==> config.mk <==
export PLATFORM = sky130hd
export DESIGN_NAME = irq_ctx_unit
export DESIGN_NICKNAME = d
export VERILOG_FILES = /design/src/rtl/irq_ctx_pkg.sv /design/src/rtl/irq_ctx_gate.sv /design/src/rtl/irq_ctx_shadow.sv /design/src/rtl/irq_ctx_unit.sv
export SDC_FILE = /design/constraint.sdc
export NUM_CORES = 1
export LEC_CHECK = 0
export BUFFER_PORTS_ARGS = -buffer_cell sky130_fd_sc_hd__buf_2
export CAP_MARGIN = 0
export CORE_AREA = 3 3 166 168
export DETAILED_ROUTE_END_ITERATION = 10
export DIE_AREA = 0 0 169 171
export PLACE_DENSITY = 0.66
export SYNTH_ARGS = -nofsm -noshare
export SYNTH_HDL_FRONTEND = slang
export SYNTH_SLANG_ARGS = --single-unit
==> constraint.sdc <==
create_clock -name clk -period 2.15 [get_ports clk]
set_input_delay 0.1075 -clock clk [delete_from_list [all_inputs] [get_ports clk]]
set_output_delay 0.1075 -clock clk [all_outputs]
set_load 0.005 [all_outputs]
==> src/rtl/irq_ctx_pkg.sv <==
package irq_ctx_pkg;

  // Slot order inside the saved-context bank.
  typedef enum int unsigned {
    SLOT_PC = 0,
    SLOT_SP = 1,
    SLOT_FP = 2,
    SLOT_RA = 3,
    SLOT_TP = 4,
    SLOT_GP = 5
  } ctx_slot_e;

  localparam int unsigned NUM_SLOTS = 6;

endpackage

==> src/rtl/irq_ctx_gate.sv <==
// Acceptance logic and the single-level busy flag.
module irq_ctx_gate (
  input  logic clk,
  input  logic rst_n,
  input  logic req_valid,
  input  logic fetch_stage,
  input  logic uret_strobe,
  output logic req_ready,
  output logic take,
  output logic give_back,
  output logic busy
);

  assign req_ready = fetch_stage & ~busy;
  assign take      = req_valid & req_ready;
  assign give_back = uret_strobe & busy;

  always_ff @(posedge clk or negedge rst_n) begin
    if (!rst_n) begin
      busy <= 1'b0;
    end else if (take) begin
      busy <= 1'b1;
    end else if (give_back) begin
      busy <= 1'b0;
    end
  end

  // entry sets the flag
  p_set_on_take_r4: assert property (@(posedge clk) disable iff (!rst_n)
    take |=> busy);

  // effective return clears the flag
  p_clear_on_ret_r4: assert property (@(posedge clk) disable iff (!rst_n)
    give_back |=> !busy);

  // stray return while idle keeps the unit idle
  p_stray_ret_r6: assert property (@(posedge clk) disable iff (!rst_n)
    (!busy && uret_strobe && !req_valid) |=> !busy);

  // nothing can be accepted while busy
  p_no_take_busy_r7: assert property (@(posedge clk) disable iff (!rst_n)
    busy |-> !req_ready);

  // flag only rises after a request in fetch stage
  p_rise_cause_r4: assert property (@(posedge clk) disable iff (!rst_n)
    $rose(busy) |-> $past(req_valid && fetch_stage));

endmodule

==> src/rtl/irq_ctx_shadow.sv <==
// Private bank holding the interrupted context.
module irq_ctx_shadow #(
  parameter int unsigned XLEN  = 32,
  parameter int unsigned SLOTS = 6
) (
  input  logic                       clk,
  input  logic                       rst_n,
  input  logic                       capture,
  input  logic [SLOTS-1:0][XLEN-1:0] live_ctx,
  output logic [SLOTS-1:0][XLEN-1:0] saved_ctx
);

  for (genvar s = 0; s < SLOTS; s++) begin : g_slot
    always_ff @(posedge clk or negedge rst_n) begin
      if (!rst_n) begin
        saved_ctx[s] <= '0;
      end else if (capture) begin
        saved_ctx[s] <= live_ctx[s];
      end
    end
  end

  // saved copies are immune to live changes outside entry
  p_hold_r8: assert property (@(posedge clk) disable iff (!rst_n)
    !capture |=> $stable(saved_ctx));

  // entry snapshots every live value
  p_capture_r5: assert property (@(posedge clk) disable iff (!rst_n)
    capture |=> (saved_ctx == $past(live_ctx)));

endmodule

==> src/rtl/irq_ctx_unit.sv <==
// Single-level interrupt entry/return with hardware context swap.
module irq_ctx_unit #(
  parameter int unsigned XLEN = 32
) (
  input  logic            clk,
  input  logic            rst_n,
  input  logic            irq_valid,
  output logic            irq_ready,
  input  logic [XLEN-1:0] irq_handler,
  input  logic            fetch_stage,
  input  logic            uret_strobe,
  input  logic [XLEN-1:0] live_pc_next,
  input  logic [XLEN-1:0] live_sp,
  input  logic [XLEN-1:0] live_fp,
  input  logic [XLEN-1:0] live_ra,
  input  logic [XLEN-1:0] live_tp,
  input  logic [XLEN-1:0] live_gp,
  output logic            redirect_valid,
  output logic [XLEN-1:0] redirect_addr,
  output logic            restore_valid,
  output logic [XLEN-1:0] restore_sp,
  output logic [XLEN-1:0] restore_fp,
  output logic [XLEN-1:0] restore_ra,
  output logic [XLEN-1:0] restore_tp,
  output logic [XLEN-1:0] restore_gp,
  output logic            in_service
);
  import irq_ctx_pkg::*;

  localparam int unsigned SLOTS = NUM_SLOTS;

  logic                       take;
  logic                       give_back;
  logic [SLOTS-1:0][XLEN-1:0] live_ctx;
  logic [SLOTS-1:0][XLEN-1:0] saved_ctx;

  always_comb begin
    live_ctx          = '0;
    live_ctx[SLOT_PC] = live_pc_next;
    live_ctx[SLOT_SP] = live_sp;
    live_ctx[SLOT_FP] = live_fp;
    live_ctx[SLOT_RA] = live_ra;
    live_ctx[SLOT_TP] = live_tp;
    live_ctx[SLOT_GP] = live_gp;
  end

  irq_ctx_gate u_gate (
    .clk         (clk),
    .rst_n       (rst_n),
    .req_valid   (irq_valid),
    .fetch_stage (fetch_stage),
    .uret_strobe (uret_strobe),
    .req_ready   (irq_ready),
    .take        (take),
    .give_back   (give_back),
    .busy        (in_service)
  );

  irq_ctx_shadow #(
    .XLEN  (XLEN),
    .SLOTS (SLOTS)
  ) u_shadow (
    .clk       (clk),
    .rst_n     (rst_n),
    .capture   (take),
    .live_ctx  (live_ctx),
    .saved_ctx (saved_ctx)
  );

  assign redirect_valid = take | give_back;
  assign redirect_addr  = take ? irq_handler : saved_ctx[SLOT_PC];
  assign restore_valid  = give_back;
  assign restore_sp     = saved_ctx[SLOT_SP];
  assign restore_fp     = saved_ctx[SLOT_FP];
  assign restore_ra     = saved_ctx[SLOT_RA];
  assign restore_tp     = saved_ctx[SLOT_TP];
  assign restore_gp     = saved_ctx[SLOT_GP];

  // entry and return never share a cycle
  p_excl_r9: assert property (@(posedge clk) disable iff (!rst_n)
    !(take && give_back));

  // a restore is only offered while a handler is running
  p_restore_busy_r5: assert property (@(posedge clk) disable iff (!rst_n)
    restore_valid |-> in_service);

endmodule

# Word-level counts from Yosys, hierarchy flattened

Cells that the tools add are included.

Flip-flop bits (word level): 193
Output and inout port bits: 196
Logic and storage cells: 16

Multiplexer cells: 3
Bitwise operators: 5
Reductions and logical operators: 1

Operators by type and width:

| cell               | number |
|---|---|
| 32-bit 2-to-1 mux  | 1 |
| 1-bit AND          | 3 |
| 1-bit 2-to-1 mux   | 2 |
| 2-bit nonzero test | 1 |
| 1-bit NOT          | 1 |
| 1-bit OR           | 1 |

# Depth between registers and ports, before layout

Word-level depth: 4
Mapped depth: 5

# By module

From an unflattened synthesis, not the netlist that was laid out.

Cells, all modules: 448
Area total of the unflattened synthesis: 7798.7 sq um

Modules (own cells, without submodules):

| module         | instances | cells each | area each (sq um) |
|---|---|---|---|
| irq_ctx_shadow | 1         | 405        | 7196.9 |
| irq_ctx_unit   | 1         | 37         | 546.8 |
| irq_ctx_gate   | 1         | 6          | 55.1 |

# Worst setup path before layout

No wires, ideal clock.

Path kind: register -> register
Start: register u_gate.busy
End: register u_shadow.saved_ctx[100] (netlist name)
Setup time: 125 ps
Arrival time: 1265 ps
Required time: 2025 ps
Slack: 760 ps
Cell stages (with the launch flop): 6
Cells stage by stage: dfrtp_1 -> nand3b_4 -> buf_6 -> buf_6 -> buf_6 -> mux2_4

Longest elaborated chain between the ends: 3

RTL lines:

| element                         | RTL line             | text |
|---|---|---|
| from (decl)                     | irq_ctx_gate.sv:11   | `output logic busy` |
| from (signal assigned)          | irq_ctx_gate.sv:20   | `busy <= 1'b0;` |
| from (signal assigned)          | irq_ctx_gate.sv:22   | `busy <= 1'b1;` |
| from (signal assigned)          | irq_ctx_gate.sv:24   | `busy <= 1'b0;` |
| 1-bit NOT                       | irq_ctx_gate.sv:14   | `assign req_ready = fetch_stage & ~busy;` |
| 1-bit AND                       | irq_ctx_gate.sv:14   |  |
| 1-bit AND                       | irq_ctx_gate.sv:15   | `assign take = req_valid & req_ready;` |
| to (signal, indexed assignment) | irq_ctx_shadow.sv:18 | `saved_ctx[s] <= live_ctx[s];` |
| to (decl)                       | irq_ctx_shadow.sv:10 | `output logic [SLOTS-1:0][XLEN-1:0] saved_ctx` |

No other way between the ends.
A chain may end at the register's enable or synchronous reset.

# Worst setup path in the final report

Start: register u_gate.busy
End: output port redirect_addr[14]

Longest elaborated chain between the ends: 4

RTL lines:

| element           | RTL line           | text |
|---|---|---|
| 1-bit NOT         | irq_ctx_gate.sv:14 |  |
| 1-bit AND         | irq_ctx_gate.sv:14 |  |
| 1-bit AND         | irq_ctx_gate.sv:15 |  |
| 32-bit 2-to-1 mux | irq_ctx_unit.sv:71 | `assign redirect_addr = take ? irq_handler : saved_ctx[SLOT_PC];` |
| to (decl)         | irq_ctx_unit.sv:19 | `output logic [XLEN-1:0] redirect_addr,` |

No other way between the ends.

==> summary.txt <==
Placement
  – Port Buffers: 424
  – Cell total after placement: 1,201
  – Pre-CTS setup slack: 471.7 ps
  – Final HPWL from detailed placement: ~16,000 µm
  – Final RePlAce weighted congestion: about 0.77

Clock network
  – CTS Buffer Depth: 2
  – CTS tree: built
  – CTS clk-pin slew, worst paths: 80 ps
  – Clock sinks: ~190
  – CTS root buffer: clkbuf_16
  – CTS resizes: 0
  – Clk_lat worst skew: around 430 ps
  – Cts bufs inserted: 17
  – CTS H-tree depth: 4

Pwr
  – VDD IR max: 454.6 µV
  – Power Internal: 7967 µW
  – Static leakage: around 0.0067 µW
  – Clk pwr share: approximately 28%
  – Psw: 3072 µW
  – Net Sw Frac: 27.83%
  – Design Power: 11,040 µW
  – Sequential share of power: 44.2%
  – PwrDens: 838.3 mW/mm²
  – Logic pwr share: 27.4%

Critical path
  – Worst R2R Path Depth: 5
  – Worst-path cell chain: nand3b_4 -> buf_12 -> mux2_2 -> buf_2
  – CP Capture Type: output port
  – Instance count on the critical path: 4
  – CP arrival: 1920 ps
  – Crit-path slowest cell: dfrtp_1
  – Family with the most delay on the worst path: flip-flops
  – CP max FO: 32
  – Crit Path Class: reg -> out
  – CP max stage delay: around 420 ps
  – Critical Path RT: 2040 ps
  – Crit path buffers/inverters: 2
  – Critical path launch point type: flop

Global route
  – Initial antenna violation count: 0
  – Global route overflow: 0
  – Largest net degree at the start of global routing: 72
  – Gr usage total: 15.89%
  – Vias in the first global route: about 6,700
  – First-pass GRT wire length: 36,270 µm

Layout
  – Non-Filler Instances: 1,434
  – FF+latch area: 0.004830 mm²
  – Antenna diodes: 0
  – Fillers: between 2,000 and 2,500
  – Footprint of the multi-input gates: 0.002967 mm²
  – Net count, final: between 1,000 and 1,500
  – Post-layout util: 50.54%
  – Layout area overhead: 42.58%
  – Layout cells sized above 1: 64.24%

Floorplan
  – Core footprint: 0.02606 mm²
  – Die ar.: about 0.029 mm²
  – Die Y: 171 µm
  – Num rows: 59
  – Die Span X: 169 µm
  – Initial Util: a little over a third
  – # IOs: 425

Detailed routing
  – Final wirelength: 23,860 µm
  – Iter 0 DRT Violations: 235
  – Vias: 6,205
  – Drt first pass iters: 4
  – DR DRC count: 0
  – Avg WL per Cell: 16.64 µm
  – Avg Vias per Cell: 4.327
  – Post-route antenna net violation count: 0

STA
  – Worst setup margin: 127.1 ps
  – Final number of setup-violating endpoints: 0
  – Fin Clk Skew: 19.22 ps
  – Fin crit period: 2023 ps
  – Total Neg Setup Slack: 0 ps
  – Max-Slew Margin vs Limit: 72.64%
  – Max Freq: 0.4943 GHz
  – Worst Max-Slew Pin Slew: just over 400 ps
  – RSZ-0062 raised after global routing: false
  – Slew Limit Fails: 0
  – Period utilization: between 90% and 100%
  – Hold Vio Cnt, Final: 0

Yosys
  – Main synth FF type: dfrtp_1
  – Synthesized area: roughly 0.009 mm²
  – Number of register bits inferred by synthesis: 193
  – Syn nets: 838
  – Top-area cell type share of the netlist area: 52.29%
  – Leading area contributor after synthesis: dfrtp_1
  – Ys Warns: 0
  – Avg Inst Size Synth: 15.17 µm²
  – Synth async-reset ratio: 100.0%
  – Number of synthesized flops with an enable pin: 0
  – Most instantiated library cell after synthesis: dfrtp_1
  – Distinct cells, synth: 11
  – Instance count of the mapped netlist: 609
  – Leading post-synthesis cells by cell area: dfrtp_1 52%, mux2_4 18%, mux2_2 14%, buf_4 13%, buf_6 2.1%
  – Sequential area share after synthesis: 52.29%
  – Synth cell count leaders: 193 x dfrtp_1, 160 x buf_4, 116 x mux2_2

Min path
  – Type of the worst min-delay path: in -> async

Job
  – Max Cap Viol: 0

Run status
  – Status: complete, no violations
==> repair_timing <==
action | CTS | global route
endpoints found under the hold margin | 236 | 0
endpoints found under the setup margin | 0 | 21
setup buffers | 0 | 7
hold buffers | 194 | 0
==> final timing paths <==
kind | startpoint | endpoint | slack, ps
setup / recovery | u_gate.busy | redirect_addr[14] | 130
setup reg to reg | u_gate.busy | u_shadow.saved_ctx[168] | 410
hold reg to reg | u_shadow.saved_ctx[183] | u_shadow.saved_ctx[183] | 500
max in group asynchronous | rst_n | u_shadow.saved_ctx[19] | 1210
hold / removal | rst_n | u_shadow.saved_ctx[117] | 180
min in group clk | irq_valid | u_shadow.saved_ctx[191] | 250
==> logic make-up after synthesis <==
| group | Yosys count | synth area share (%) |
|---|---|---|
| multiplexers | 224 | 31.70 |
| AO/OA/AOI/OAI | 1 | 0.05413 |
| AND/OR/NAND/NOR | 4 | 0.3658 |
| flip-flops | 193 | 52.29 |
| buffers and inverters | 187 | 15.59 |
==> state kept, by name, indices dropped and copies added (netlist names) <==
name                flops
u_gate.busy             1
u_shadow.saved_ctx    192
==> cells in the final DEF, fill, tap and decap left out, drive strengths merged <==
cell / synthesis / layout
inv: 2 / 9
clkinv: 0 / 7
o21ai: 1 / 1
nand3b: 1 / 1
clkbuf: 0 / 19
nand2: 2 / 2
mux2: 224 / 224
nor2b: 1 / 1
dlygate4sd3: 0 / 194
buf: 185 / 448
dfrtp: 193 / 193
==> power by group through the flow <==
stage / clock network (µW) / registers (µW) / logic, µW
after floorplan: 0 / 4780 / 2350
after global placement: 0 / 4910 / 2670
after detailed placement: 0 / 4910 / 2730
after CTS: 3270 / 4870 / 3010
after global routing: 3410 / 4980 / 3250
final: 3140 / 4880 / 3020
==> metrics by stage <==
stage | hold WS [ps] | area, µm²
5_1_grt | 210.8 | 13170
6_report | 181.9 | 13170
2_1_floorplan | -188.1 | 9236
4_1_cts | 182.1 | 13120
3_5_place_dp | 92.16 | 10590
3_3_place_gp | 86.36 | 10590
==> final cells by class <==
cell class              instances  area share, %
inverters                       2        0.05701
multi-input cells             229          22.53
well taps                     335          3.183
flip-flops and latches        193          36.67
clock inverters                14          1.112
repair buffers                643          33.11
clock buffers                  18          3.335
==> layer usage <==
metal	part of all wire, %	track usage (%)	wire [µm]	up-vias
li1	-	-	-	2857
met1	39	18.50	9342	3036
met2	52	28.86	12460	280
met3	6.5	3.859	1553	32
met4	2.1	5.152	497	0
met5	0	0	0	-
Power figures use the tool's default switching activity.
